File: config.mk
export PLATFORM = sky130hd
export DESIGN_NAME = rot_sector_counter
export DESIGN_NICKNAME = d
export VERILOG_FILES = /design/src/rtl/rsp_pkg.sv /design/src/rtl/rsp_pos_track.sv /design/src/rtl/rsp_sector_decode.sv /design/src/rtl/rsp_origin_latch.sv /design/src/rtl/rsp_coincidence.sv /design/src/rtl/rot_sector_counter.sv
export SDC_FILE = /design/constraint.sdc
export NUM_CORES = 1
export LEC_CHECK = 0
export ABC_CLOCK_PERIOD_IN_PS = 2100
export CORE_MARGIN = 2
export CORE_UTILIZATION = 49
export DETAILED_ROUTE_END_ITERATION = 10
export PLACE_DENSITY_LB_ADDON = 0.2
export SLEW_MARGIN = 20
export SYNTH_ARGS = -nofsm -noshare
export SYNTH_HDL_FRONTEND = slang
export SYNTH_HIERARCHICAL = 1
export SYNTH_SLANG_ARGS = --single-unit
File: constraint.sdc
create_clock -name clk_i -period 2.1 [get_ports clk_i]
set_clock_uncertainty 0.05 [all_clocks]
set_input_delay 0.315 -clock clk_i [delete_from_list [all_inputs] [get_ports clk_i]]
set_output_delay 0.315 -clock clk_i [all_outputs]
set_load 0.05 [all_outputs]
File: src/rtl/rsp_pkg.sv
package rsp_pkg;
  typedef enum logic {
    MODE_DISK = 1'b0,
    MODE_DRUM = 1'b1
  } rot_mode_e;

  function automatic int unsigned max_u(input int unsigned a, input int unsigned b);
    return (a > b) ? a : b;
  endfunction
endpackage

File: src/rtl/rsp_pos_track.sv
module rsp_pos_track
  import rsp_pkg::*;
#(
  parameter int unsigned SEC_WORDS = 64,
  parameter int unsigned DISK_SECS = 90,
  parameter int unsigned DRUM_SECS = 32,
  parameter int unsigned GAP_WORDS = 5,
  localparam int unsigned WORD_W = $clog2(SEC_WORDS),
  localparam int unsigned SEC_W  = $clog2(max_u(DISK_SECS, DRUM_SECS) + 1),
  localparam int unsigned GAP_W  = (GAP_WORDS > 1) ? $clog2(GAP_WORDS) : 1
) (
  input  logic              clk_i,
  input  logic              rst_ni,
  input  logic              word_stb_i,
  input  rot_mode_e         mode_i,
  output logic              in_gap_o,
  output logic [WORD_W-1:0] word_o,
  output logic [SEC_W-1:0]  sec_o,
  output logic              nxt_in_gap_o,
  output logic [WORD_W-1:0] nxt_word_o,
  output logic [SEC_W-1:0]  nxt_sec_o,
  output logic              origin_evt_o
);
  localparam logic [WORD_W-1:0] LAST_WORD = WORD_W'(SEC_WORDS - 1);
  localparam logic [GAP_W-1:0]  LAST_GAP  = GAP_W'(GAP_WORDS - 1);

  logic              in_gap_q;
  logic [GAP_W-1:0]  gap_q, gap_d;
  logic [WORD_W-1:0] word_q;
  logic [SEC_W-1:0]  sec_q;
  logic [SEC_W-1:0]  last_sec;
  logic              at_end;

  assign last_sec = (mode_i == MODE_DRUM) ? SEC_W'(DRUM_SECS - 1) : SEC_W'(DISK_SECS - 1);
  // >= keeps a mid-revolution mode change from running past the track
  assign at_end   = !in_gap_q && (word_q == LAST_WORD) && (sec_q >= last_sec);

  always_comb begin
    nxt_in_gap_o = in_gap_q;
    gap_d        = gap_q;
    nxt_word_o   = word_q;
    nxt_sec_o    = sec_q;
    if (in_gap_q) begin
      if (gap_q == LAST_GAP) begin
        nxt_in_gap_o = 1'b0;
        gap_d        = '0;
        nxt_word_o   = '0;
        nxt_sec_o    = '0;
      end else begin
        gap_d = gap_q + 1'b1;
      end
    end else if (word_q == LAST_WORD) begin
      nxt_word_o = '0;
      if (at_end) begin
        nxt_in_gap_o = 1'b1;
        gap_d        = '0;
        nxt_sec_o    = '0;
      end else begin
        nxt_sec_o = sec_q + 1'b1;
      end
    end else begin
      nxt_word_o = word_q + 1'b1;
    end
  end

  always_ff @(posedge clk_i or negedge rst_ni) begin
    if (!rst_ni) begin
      in_gap_q <= 1'b1;
      gap_q    <= '0;
      word_q   <= '0;
      sec_q    <= '0;
    end else if (word_stb_i) begin
      in_gap_q <= nxt_in_gap_o;
      gap_q    <= gap_d;
      word_q   <= nxt_word_o;
      sec_q    <= nxt_sec_o;
    end
  end

  assign in_gap_o     = in_gap_q;
  assign word_o       = word_q;
  assign sec_o        = sec_q;
  assign origin_evt_o = word_stb_i && at_end;

  a_r2_hold_without_strobe: assert property (@(posedge clk_i) disable iff (!rst_ni)
    !word_stb_i |=> $stable(word_q) && $stable(sec_q) && $stable(in_gap_q));

  a_r6_word_step: assert property (@(posedge clk_i) disable iff (!rst_ni)
    word_stb_i && !in_gap_q && (word_q != LAST_WORD) |=> word_q == $past(word_q) + 1'b1);

  a_r6_sector_step: assert property (@(posedge clk_i) disable iff (!rst_ni)
    word_stb_i && !in_gap_q && (word_q == LAST_WORD) && !at_end
      |=> (word_q == '0) && (sec_q == $past(sec_q) + 1'b1) && !in_gap_q);

  a_r3_gap_after_origin: assert property (@(posedge clk_i) disable iff (!rst_ni)
    origin_evt_o |=> in_gap_q && (word_q == '0));
endmodule

File: src/rtl/rsp_sector_decode.sv
module rsp_sector_decode
  import rsp_pkg::*;
#(
  parameter int unsigned SEC_WORDS   = 64,
  parameter int unsigned DISK_SECS   = 90,
  parameter int unsigned DRUM_SECS   = 32,
  parameter int unsigned PHASE_WORDS = 3,
  localparam int unsigned WORD_W = $clog2(SEC_WORDS),
  localparam int unsigned SEC_W  = $clog2(max_u(DISK_SECS, DRUM_SECS) + 1)
) (
  input  logic              clk_i,
  input  logic              rst_ni,
  input  rot_mode_e         mode_i,
  input  logic              in_gap_i,
  input  logic [WORD_W-1:0] word_i,
  input  logic [SEC_W-1:0]  sec_i,
  output logic [SEC_W-1:0]  next_sec_o,
  output logic              phase_o
);
  localparam logic [WORD_W-1:0] PHASE_START = WORD_W'(SEC_WORDS - PHASE_WORDS);
  localparam logic [SEC_W-1:0]  DRUM_LAST   = SEC_W'(DRUM_SECS - 1);

  logic drum_wrap;
  assign drum_wrap = (mode_i == MODE_DRUM) && (sec_i >= DRUM_LAST);

  always_comb begin
    if (in_gap_i || drum_wrap) next_sec_o = '0;
    else                       next_sec_o = sec_i + 1'b1;
  end

  assign phase_o = !in_gap_i && (word_i >= PHASE_START);

  a_r3_gap_reads_zero: assert property (@(posedge clk_i) disable iff (!rst_ni)
    in_gap_i |-> (next_sec_o == '0) && !phase_o);

  a_r4_disk_bounded: assert property (@(posedge clk_i) disable iff (!rst_ni)
    (mode_i == MODE_DISK) |-> next_sec_o <= SEC_W'(DISK_SECS));

  a_r5_drum_bounded: assert property (@(posedge clk_i) disable iff (!rst_ni)
    (mode_i == MODE_DRUM) |-> next_sec_o < SEC_W'(DRUM_SECS));
endmodule

File: src/rtl/rsp_origin_latch.sv
module rsp_origin_latch
  import rsp_pkg::*;
(
  input  logic      clk_i,
  input  logic      rst_ni,
  input  rot_mode_e mode_i,
  input  logic      origin_evt_i,
  input  logic      clear_i,
  output logic      origin_o
);
  logic flag_q;
  logic set_en;

  assign set_en = origin_evt_i && (mode_i == MODE_DISK);

  always_ff @(posedge clk_i or negedge rst_ni) begin
    if (!rst_ni)      flag_q <= 1'b0;
    else if (set_en)  flag_q <= 1'b1;
    else if (clear_i) flag_q <= 1'b0;
  end

  assign origin_o = flag_q && (mode_i == MODE_DISK);

  a_r8_origin_sets: assert property (@(posedge clk_i) disable iff (!rst_ni)
    origin_evt_i && (mode_i == MODE_DISK) |=> flag_q);

  a_r8_clear_takes: assert property (@(posedge clk_i) disable iff (!rst_ni)
    clear_i && !origin_evt_i |=> !flag_q);
endmodule

File: src/rtl/rsp_coincidence.sv
module rsp_coincidence #(
  parameter int unsigned WORD_W = 6,
  parameter int unsigned SEC_W  = 7
) (
  input  logic              clk_i,
  input  logic              rst_ni,
  input  logic              word_stb_i,
  input  logic              nxt_in_gap_i,
  input  logic [WORD_W-1:0] nxt_word_i,
  input  logic [SEC_W-1:0]  nxt_sec_i,
  input  logic [SEC_W-1:0]  target_i,
  input  logic              in_gap_i,
  input  logic [WORD_W-1:0] word_i,
  output logic              coin_o
);
  logic coin_q;

  always_ff @(posedge clk_i or negedge rst_ni) begin
    if (!rst_ni) coin_q <= 1'b0;
    else coin_q <= word_stb_i && !nxt_in_gap_i && (nxt_word_i == '0) && (nxt_sec_i == target_i);
  end

  assign coin_o = coin_q;

  a_r10_single_cycle: assert property (@(posedge clk_i) disable iff (!rst_ni)
    coin_q |=> !coin_q);

  a_r10_at_sector_start: assert property (@(posedge clk_i) disable iff (!rst_ni)
    coin_q |-> !in_gap_i && (word_i == '0));
endmodule

File: src/rtl/rot_sector_counter.sv
module rot_sector_counter
  import rsp_pkg::*;
#(
  parameter int unsigned SEC_WORDS   = 64,
  parameter int unsigned DISK_SECS   = 90,
  parameter int unsigned DRUM_SECS   = 32,
  parameter int unsigned GAP_WORDS   = 5,
  parameter int unsigned PHASE_WORDS = 3,
  localparam int unsigned WORD_W = $clog2(SEC_WORDS),
  localparam int unsigned SEC_W  = $clog2(max_u(DISK_SECS, DRUM_SECS) + 1)
) (
  input  logic              clk_i,
  input  logic              rst_ni,
  input  logic              word_stb_i,
  input  logic              mode_i,
  input  logic              clear_origin_i,
  input  logic [SEC_W-1:0]  target_i,
  output logic [SEC_W-1:0]  next_sec_o,
  output logic              phase_o,
  output logic              origin_o,
  output logic [WORD_W-1:0] word_o,
  output logic              coin_o
);
  rot_mode_e         mode;
  logic              in_gap, nxt_in_gap, origin_evt;
  logic [WORD_W-1:0] word, nxt_word;
  logic [SEC_W-1:0]  sec, nxt_sec;

  assign mode = rot_mode_e'(mode_i);

  rsp_pos_track #(
    .SEC_WORDS(SEC_WORDS), .DISK_SECS(DISK_SECS),
    .DRUM_SECS(DRUM_SECS), .GAP_WORDS(GAP_WORDS)
  ) u_track (
    .clk_i(clk_i), .rst_ni(rst_ni), .word_stb_i(word_stb_i), .mode_i(mode),
    .in_gap_o(in_gap), .word_o(word), .sec_o(sec),
    .nxt_in_gap_o(nxt_in_gap), .nxt_word_o(nxt_word), .nxt_sec_o(nxt_sec),
    .origin_evt_o(origin_evt)
  );

  rsp_sector_decode #(
    .SEC_WORDS(SEC_WORDS), .DISK_SECS(DISK_SECS),
    .DRUM_SECS(DRUM_SECS), .PHASE_WORDS(PHASE_WORDS)
  ) u_decode (
    .clk_i(clk_i), .rst_ni(rst_ni), .mode_i(mode),
    .in_gap_i(in_gap), .word_i(word), .sec_i(sec),
    .next_sec_o(next_sec_o), .phase_o(phase_o)
  );

  rsp_origin_latch u_origin (
    .clk_i(clk_i), .rst_ni(rst_ni), .mode_i(mode),
    .origin_evt_i(origin_evt), .clear_i(clear_origin_i), .origin_o(origin_o)
  );

  rsp_coincidence #(.WORD_W(WORD_W), .SEC_W(SEC_W)) u_coin (
    .clk_i(clk_i), .rst_ni(rst_ni), .word_stb_i(word_stb_i),
    .nxt_in_gap_i(nxt_in_gap), .nxt_word_i(nxt_word), .nxt_sec_i(nxt_sec),
    .target_i(target_i), .in_gap_i(in_gap), .word_i(word), .coin_o(coin_o)
  );

  assign word_o = in_gap ? '0 : word;

  a_r9_drum_no_origin: assert property (@(posedge clk_i) disable iff (!rst_ni)
    mode_i |-> !origin_o);

  a_r7_phase_in_sector: assert property (@(posedge clk_i) disable iff (!rst_ni)
    phase_o |-> word_o >= WORD_W'(SEC_WORDS - PHASE_WORDS));
endmodule

---- Word-level counts from Yosys, hierarchy flattened ----
Cells that the tools add are included.
Widths: inputs -> output; s select.
cells by class
  mux-type cells .......................... 20
  add/sub/neg operators ................... 3
  order comparisons ....................... 3
  eq/ne operators ......................... 3
  reduce and logical (&&, ||, !) cells .... 18
  bitwise logic cells ..................... 1
operators with widths
  operator             number
  $mux 7               6
  $mux 6               4
  $mux 3               4
  $logic_and 1x1->1    10
  $add 7x1->7 const B  1
  $eq 7x7->1           1
  $ge 7x5->1 const B   1
  $ge 7x7->1           1
  $add 6x1->6 const B  1
  $eq 6x6->1 const B   1
  $ge 6x6->1 const B   1
  $logic_not 6->1      1
  $mux 1               6
  $reduce_bool 2->1    3
  $add 3x1->3 const B  1
  $eq 3x3->1 const B   1
  $reduce_and 3->1     1
  $logic_not 1->1      2
  $logic_or 1x1->1     1
  $not 1->1            1
storage, ports and cells
  bits in registers ....................... 19
  output and inout port bits .............. 16
  word-level logic and storage cells ...... 54

---- Longest topological paths before layout ----
Gate-level depths: netlist of run 1.
  word-level depth ........................ 10
  gate-level depth with buffers ........... 9

---- Hierarchy ----
The synthesis of run 1 kept the hierarchy.
modules (own cells, without submodules)
  module              area an instance (um^2)  times used  cells each
  rsp_pos_track       1,393.8                  1           148
  rsp_sector_decode   175.2                    1           29
  rsp_coincidence     138.9                    1           14
  rsp_origin_latch    48.8                     1           5
  rot_sector_counter  37.5                     1           6

---- Least setup slack after synthesis of run 1 ----
No wires, ideal clock.
  path type ............................... flip-flop to output port
  start point ............................. register u_track.sec_q[0] (netlist: u_track/sec_o[0])
  end point ............................... output port next_sec_o[1]
  path slack .............................. -0.378 ns
  data arrival time ....................... 2.113 ns
  data required time ...................... 1.735 ns
  stages on the path, launching flop included .. 5
  path through ............................ dfrtp_1 ha_1 nand4_1 o211ai_1 a21boi_0
between the ends
  cells in the longest elaborated chain, start to end .. 4
ends and longest elaborated chain
  what                    RTL line                  RTL
  start, declared         rsp_pos_track.sv:30       logic [SEC_W-1:0] sec_q;
  start signal, assigned  rsp_pos_track.sv:76       sec_q <= nxt_sec_o;
  $ge 7x5->1              rsp_sector_decode.sv:24   assign drum_wrap = (mode_i == MODE_DRUM) && (sec_i >= DRUM_LAST);
  $logic_and 1x1->1       rsp_sector_decode.sv:24
  $logic_or 1x1->1        rsp_sector_decode.sv:27   if (in_gap_i || drum_wrap) next_sec_o = '0;
  $mux 7 *                rsp_sector_decode.sv:27
  end, declared           rot_sector_counter.sv:18  output logic [SEC_W-1:0] next_sec_o,
Mark *: on every way between the ends. The rest lies on a longest branch, timed or not.

---- Worst setup path in the final report of run 1 ----
  start point ............................. register u_track.sec_q[1] (netlist: u_track/sec_o[1])
  end point ............................... output port next_sec_o[6]
The elaborated chain is that of the path after synthesis.

==> out/summary.md, run 1 <==
In the synthesized netlist, the number of instances is 202. Averaged over all synthesized cells, the footprint is 8.88 sq um. The endpoint identified for the worst register-to-register timing path is u_coin/coin_o. For the sequential cell area in the final layout, the log shows 482 sq um. For this design the top-level I/O count stands at 28. Along the worst path, the maximum fanout reaches 4. The min-delay analysis places its worst path in the category in2async. For this run, the top clock speed supported by timing is 431 MHz. Port buffering added 27 buffers. The average detailed-routed wire length per instance is 19.5 microns, and the via total after detailed routing is 2,035. The leading cell type in the layout, fill and taps excluded is buf_4.

Across the VDD grid, the largest voltage drop is 0.599 mV. For this design the ratio of total power to cell area is 982 nW/um^2. The tools report the initial core utilization as 0.525. The tools report the clock latency on the worst-skew pair as 0.31 ns. The startpoint of the most critical register-to-register path is u_track/sec_o[1]. For the H-tree level count, the log shows 1. The worst path in the final design needs a cycle of 2.32 ns, including I/O delays and setup. Across all register-to-register paths, the minimum setup slack is -0.22 ns.

After synthesis, the netlist uses 64 different library cells. Among all flip-flop cells after synthesis, the most frequent one is dfrtp_1. The total congestion overflow came out at 0. The die covers 4160 sq um. The number of max-slew violations in the final report is 0. The via density per instance was 6.26. The logs give 6350 microns for the final routed wirelength across all metal layers and 1790 sq um for the post-synthesis instance area. The proportion of netlist area held by the largest area contributor was 0.251. Pin count of the biggest net entering global routing: 18.

The tools report the half-perimeter wire length of the detailed placement result as 4440 microns. Critical path's slowest cell: dfrtp_2. The run gives 5 as the final count of negative-setup-slack endpoints. Cell type contributing the most total cell area after synthesis: dfrtp_1.

The overall fraction of global-route tracks in use was 0.316; the share of cells above drive strength 1 was 0.448. Clock tree synthesis found a total of 19 sinks. The clock buffer count from CTS is 3, and the die height is 64.5 microns.

The largest incremental delay on the critical path is 0.40 ns. The ratio of final minimum period to clock period was 1.10. The flow ran to the end, but the final reports show violations.

The global-route wire length before repair came out at 10,100 microns. Across the run, the number of max-cap violations was 0. Setup repair after global routing could not meet its margin everywhere.

The floorplan step defined a core boundary enclosing 3420 sq um. STA classifies the critical path startpoint as a flip-flop. The static leakage was 1.14 nW; the required time at the endpoint of the critical path was 1.74 ns. The die is 64.5 microns wide.

Clock tree synthesis selected as its root buffer the cell clkbuf_4. After routing, the total negative slack on setup checks comes to -0.631 ns. The detailed router finished its first iteration with 184 violations.

The depth of the worst register-to-register path is 10, and the via count of the first global-routing pass is 2,050. The initial antenna violation count came out at 0. The repair_antennas step left the layout with diodes totalling 0.

The run gives 0 as the number of hold-repair buffers added at the cts stage. Summing all multi-input logic gate instances after layout gives 1390 sq um. Async set-or-reset flop fraction in the synthesized netlist: 1.00. Once placement finished, the instance area stood at 2520 sq um. The slew at the pin closest to its max-slew limit works out to 0.490 ns. In this run, synthesis inferred 0 flip-flops with an integrated enable.

The core utilization of the finished layout came out at 0.813. In this run the deepest clock path goes through 2 buffers. The logs give 213 for the final-layout fill cell count and 6 for the synthesis warning total. TritonCTS built the clock tree. The number of nets in the synthesized netlist is 222.

In the layout the commonest cells are 52 x buf_4, 14 x dfrtp_1, 13 x nand2_1. The checks that failed: negative setup slack. For the post-synthesis sequential area ratio, the log shows 0.266. Type of the worst setup path: reg2out.

The initialized floorplan defines 21 standard-cell rows. After detailed routing, the number of remaining DRC violations is 0. Number of hold violations in the final report: 0. The layout-stage area growth over the synthesis result works out to 54.8%. At the end of routability-driven placement, the weighted congestion stood at 0.876.

The logs give -0.220 ns for the final critical-path setup slack and 0.672 for the headroom to the max-slew limit. Excluding fillers, the count of instances in the completed layout stands at 325. The critical path goes through buf_6 -> ha_4 -> nand4_1 -> buf_4 -> o21ai_0 -> a21oi_2 -> buf_12. The final layout contains 300 nets. The run gives 310 as the cell count after placement.

The worst setup path is captured at an output pin. The number of detailed-routing iterations run before antenna repair is 4, and the clock slew at the register clock pins of the worst setup and hold paths is 0.12 ns. After synthesis, the cell types taking the most area are dfrtp_1 25%, ha_1 5.6%, xnor2_1 3.9%. The tools report the data arrival time at the worst-slack endpoint as 1.96 ns.

The count of state elements after synthesis came out at 19. Once detail routing completed, the nets flagged for antenna violations numbered 0. The cell area after layout was 2780 sq um.
[worst max-delay path, delay by kind of cell, from the launching register on]
| kind | cells | cell delay [ns] |
|---|---|---|
| AO/OA/AOI/OAI | 2 | 0.41 |
| AND/OR/NAND/NOR | 1 | 0.21 |
| flip-flops | 1 | 0.40 |
| adder cells (fa/ha/maj) | 1 | 0.12 |
| buffers and inverters | 3 | 0.51 |
[stage by stage]
stage	total power [mW]	setup slack (ns)	hold WS [ns]
finish	2.73	-0.220	0.251
global route	2.87	-0.296	0.255
CTS	2.67	-0.171	0.246
detailed placement	2.37	-0.579	0.481
global placement	2.32	-0.537	0.468
floorplan	1.67	-0.0208	-0.0306
[registers in the layout (all words and copies together), names as in the netlist]
register,cells
u_track/sec_o,7
u_track/word_o,6
u_track/gap_q,3
u_coin/coin_o,1
u_origin/flag_q,1
u_track/in_gap_o,1
[layout make-up]
| type | instances | area share |
|---|---|---|
| well taps | 46 | 0.0207 |
| repair buffers | 81 | 0.281 |
| multi-input cells | 164 | 0.500 |
| inverters | 11 | 0.0149 |
| flip-flops and latches | 19 | 0.173 |
| clock inverters | 1 | 0.00180 |
| clock buffers | 3 | 0.00811 |
[worst max path at each step]
stage                                to             start
after floorplan           u_coin/coin_o  u_track/sec_o[1]
after global placement    u_coin/coin_o            mode_i
after detailed placement  u_coin/coin_o            mode_i
after CTS                 u_coin/coin_o  u_track/sec_o[1]
after global routing      u_coin/coin_o  u_track/sec_o[1]
final                     next_sec_o[6]  u_track/sec_o[1]
[report_power, final]
group,internal (mW),switching [mW]
Combinational,0.888,1.12
Clock,0.0711,0.120
Sequential,0.451,0.0779
Total,1.41,1.32
[what timing repair did]
action                                  CTS  global route
endpoints found under the hold margin     0             0
endpoints found under the setup margin   10            11
buffers inserted                          9             2
pin swaps                                21            15
resized for setup                        23            11
[metal layers]
| metal | wire length, microns | vias to the layer above | GRT usage |
|---|---|---|---|
| met5 | 0 | - | 0 |
| met4 | 248 | 0 | 0.138 |
| met3 | 500 | 24 | 0.0608 |
| met2 | 3020 | 110 | 0.544 |
| met1 | 2580 | 976 | 0.382 |
| li1 | - | 925 | - |
[Yosys cell counts, drive strengths merged, types with 2 or more instances]
cell type   n
a21boi      2
a21o        2
a21oi      14
a22o        2
a31oi       3
a41oi       2
and2        2
buf         5
clkbuf      3
clkinv      2
dfrtp      18
ha          8
inv         9
mux2        5
mux2i       4
nand2      14
nand3      14
nand4       3
nand4b      2
nor2       15
nor2b       6
nor3        5
nor4        3
o2111ai     2
o211ai      2
o21ai      14
o22a        2
o2bb2ai     4
o311ai      2
o31a        2
or3         4
xnor2       8
xor2        2
[cell families after synthesis]
group	count (synthesis)	synth area share
multiplexers	9	0.0537
flip-flops	19	0.266
AO/OA/AOI/OAI	63	0.278
buffers and inverters	19	0.0558
adder cells (fa/ha/maj)	8	0.0558
XOR/XNOR	10	0.0488
AND/OR/NAND/NOR	74	0.242
(Power assumes the default switching activity.)
==> run 2, diff against run 1 <==
--- a/config.mk
+++ b/config.mk
@@ -7,9 +7,11 @@
 export LEC_CHECK = 0
 export ABC_CLOCK_PERIOD_IN_PS = 2100
 export CORE_MARGIN = 2
-export CORE_UTILIZATION = 49
+export CORE_UTILIZATION = 57
 export DETAILED_ROUTE_END_ITERATION = 10
+export DONT_BUFFER_PORTS = 1
 export PLACE_DENSITY_LB_ADDON = 0.2
+export RECOVER_POWER = 100
 export SLEW_MARGIN = 20
 export SYNTH_ARGS = -nofsm -noshare
 export SYNTH_HDL_FRONTEND = slang
==> run 2 against run 1 <==
Net effect:
- power is 9.7% lower
- sequential power is 2% lower
- core utilization is 4.8 points lower
- clock-buffer cell count is 1 higher
- critical endpoint unchanged
- register-to-register slack better by 0.11 ns
- via count is 8.5% lower
- hold slack worse by 0.22 ns
- die area is 13% lower
- clock power is 4% higher
- the run still ends with negative setup slack left
- flip-flop and latch count stayed put
- first-iteration DRC count is 41% lower
- final area is 17% lower
- largest power group unchanged
==> out/summary.md, run 2 (synthesis results as in run 1) <==
The placer congestion estimate is 0.906 (was 0.876). Data arrival time at the worst-slack endpoint: 1.87 ns (was 1.96 ns). The clock buffer count from CTS came out at 3 (unchanged). The final critical-path setup slack was -0.134 ns (was -0.220 ns). The count of buffer and inverter cells on the critical path came out at 2 (was 3).

The class of the tightest hold or removal check is in2reg (was in2async). Setup repair after global routing could not meet its margin everywhere. The initial core utilization was 0.593 (was 0.525).

The count of buffers from port buffering was 0 (was 27). The TritonCTS sink count was 19 (unchanged); the die height was 60.1 microns (was 64.5 microns). Layout-stage area growth over the synthesis result: 29.1% (was 54.8%). For the internal power, the log shows 1.23 mW (was 1.41 mW). The tools report the DRC violation total after the first TritonRoute iteration as 109 (was 184). The switching power of the nets is 1.23 mW (was 1.32 mW), and the static leakage is 0.952 nW (was 1.14 nW).

The logs give 0.909 mV (was 0.599 mV) for the largest voltage drop on the vdd net and 28 (unchanged) for the number of I/O pins. The slew at the pin closest to its max-slew limit is 0.922 ns (was 0.490 ns). Critical path's slowest cell: dfrtp_2 (unchanged). The ratio of final minimum period to clock period came out at 1.06 (was 1.10).

Type of the worst setup path: reg2out (unchanged). The clock slew at the register clock pins of the worst setup and hold paths came out at 0.12 ns (about the same). Clock latency on the worst-skew pair: 0.30 ns (was 0.31 ns). The count of max-cap constraint violations was 0 (unchanged). Cells along the critical path: buf_6 -> ha_4 -> nand4_1 -> or3_1 -> a21oi_2 -> buf_12 (was buf_6 -> ha_4 -> nand4_1 -> buf_4 -> o21ai_0 -> a21oi_2 -> buf_12). Cell chosen for the clock root: clkbuf_4 (unchanged). The sequential group share of total power was 0.212 (was 0.194). The total power divided by cell area is 1060 nW/um^2 (was 982 nW/um^2). Cell family with the largest share of critical-path delay: simple AND/OR/NAND/NOR gates (was buffers and inverters).

For the total number of placement rows, the log shows 20 (was 21). TritonCTS built the clock tree. The largest incremental delay on the critical path is 0.44 ns (was 0.40 ns), and the pin count of the biggest net entering global routing is 20 (was 18). Number of remaining DRC errors: 0 (unchanged). The flow ran to the end, but the final reports show violations. The number of detailed-routing iterations run before antenna repair was 5 (was 4); the share of total power consumed by net switching was 0.500 (was 0.483).

The flip-flop count of the largest register after layout was 7 (unchanged). The horizontal die dimension works out to 60.1 microns (was 64.5 microns). Number of hold violations in the final report: 0 (unchanged). For the highest achievable clock rate, the log shows 448 MHz (was 431 MHz). The tools report the number of nets in the layout as 272 (was 300). For the clock network fraction of design power, the log shows 0.080 (was 0.070).

Die outline area: 3610 sq um (was 4160 sq um). Endpoint type of the worst setup path: an output pin (unchanged). The tools report the type of origin of the critical path as a flip-flop (unchanged).

The maximum fanout encountered on the critical timing path works out to 4 (unchanged). Violations in the final reports: negative setup slack (unchanged). Overall fraction of global-route tracks in use: 0.294 (was 0.316).

The via total after detailed routing was 1,862 (was 2,035); the final antenna-violating net count was 0 (unchanged). Global-route wire length before repair: 7960 microns (was 10,100 microns). The H-tree level count came out at 1 (unchanged).

The final critical-path required period was 2.23 ns (was 2.32 ns); the initial antenna violation count was 0 (unchanged). The average detailed-routed wire length per instance is 17.5 microns (was 19.5 microns). Via count of the first global-routing pass: 1,700 (was 2,050). The antenna diode count was 0 (unchanged); the cell count after placement was 285 (was 310). For the required time at the endpoint of the critical path, the log shows 1.74 ns (about the same).

The half-perimeter wire length of the detailed placement result was 3840 microns (was 4440 microns); the buffer depth of the longest clock path was 2 (unchanged). The share of cells above drive strength 1 came out at 0.363 (was 0.448). For the headroom to the max-slew limit, the log shows 0.383 (was 0.672). The final routed wirelength across all metal layers was 5150 microns (was 6350 microns); the total congestion overflow was 0 (unchanged). The leading cell type in the layout, fill and taps excluded was buf_4 (unchanged). The final count of negative-setup-slack endpoints is 3 (was 5), and the number of max-slew violations in the final report is 0 (unchanged). The via density per instance came out at 6.31 (was 6.26). The placeable core area was 3030 sq um (was 3420 sq um). The count of placed standard cells in the final layout, fillers left out came out at 295 (was 325). The run gives 0.708 (was 0.736) as the part of the power in combinational logic. Most used cells in the layout excluding fill and tap cells: 41 x buf_4, 15 x nor2_1, 14 x dfrtp_1, 13 x nand2_1 (was 52 x buf_4, 14 x dfrtp_1, 13 x nand2_1). The tools report the worst setup timing slack at the placement stage as -0.0853 ns (was -0.579 ns). The final-layout fill cell count came out at 227 (was 213).
==> run 2: cell count changes in the layout (fill, tap and decap cells not counted), sizes merged <==
| cell | before | now |
|---|---|---|
| dlygate4sd2 | 1 | 0 |
| buf | 69 | 44 |
| dlygate4sd3 | 0 | 1 |
| clkdlybuf4s50 | 11 | 0 |
| clkinv | 3 | 2 |
| clkbuf | 3 | 12 |
==> run 2: cell type report <==
type	count	area, sq um	share of cell area
multi-input cells	164	1300	0.563
inverters	11	41.3	0.0178
clock buffers	4	26.3	0.0113
repair buffers	53	409	0.177
well taps	44	55.1	0.0238
flip-flops and latches	19	482	0.208
==> run 2: worst reg2reg max path, stage by stage (launching register included) <==
cell	delay, ns
dfrtp_2	0.47
ha_4	0.29
a211oi_4	0.06
o31a_4	0.40
a41o_2	0.27
a31o_1	0.19
xnor2_1	0.13
nand4_1	0.11
nor3_2	0.16
==> run 2: power by group through the flow <==
stage | Clock (mW) | Sequential [mW] | Combinational [mW]
detailed placement | 0 | 0.523 | 1.66
global placement | 0 | 0.518 | 1.63
global route | 0.218 | 0.532 | 1.85
CTS | 0.198 | 0.517 | 1.71
finish | 0.198 | 0.521 | 1.74
floorplan | 0 | 0.586 | 1.08
==> run 2: final timing paths <==
check	end	depth (start not counted)	slack, ns	startpoint
max	next_sec_o[6]	6	-0.13	u_track/sec_o[1]
min	u_origin/flag_q	1	0.03	mode_i
max reg2reg	u_coin/coin_o	8	-0.11	u_track/sec_o[1]
min reg2reg	u_track/gap_q[0]	1	0.49	u_track/gap_q[0]
max in group asynchronous	u_track/sec_o[6]	1	0.84	rst_ni
min in group asynchronous	u_track/sec_o[2]	1	0.53	rst_ni
==> run 2: repair_timing <==
action	4_1_cts	5_1_grt
pin swaps	7	5
endpoints found under the hold margin	19	0
buffers inserted	2	3
hold buffers	1	0
setup endpoints to repair	6	7
gates resized for setup	5	5
==> run 2: through the flow <==
stage	total power [mW]	util	area (sq um)	setup TNS [ns]	hold slack, ns
2_1_floorplan	1.67	-	1850	-0.0208	-0.0306
3_3_place_gp	2.14	0.736	2230	-0.0374	-0.0302
3_5_place_dp	2.19	0.736	2230	-0.0853	-0.0302
4_1_cts	2.42	0.760	2300	-0.291	0.0232
5_1_grt	2.60	0.765	2320	-0.512	0.00636
6_report	2.46	0.765	2320	-0.282	0.0302
==> run 2: metal layers <==
| layer | track usage | up-vias | wire length (microns) | part of all wire |
|---|---|---|---|---|
| met5 | 0 | - | 0 | 0 |
| met1 | 0.375 | 892 | 2150 | 0.42 |
| li1 | - | 865 | - | - |
| met2 | 0.520 | 95 | 2580 | 0.50 |
| met3 | 0.0281 | 10 | 374 | 0.073 |
| met4 | 0.0857 | 0 | 38 | 0.0074 |
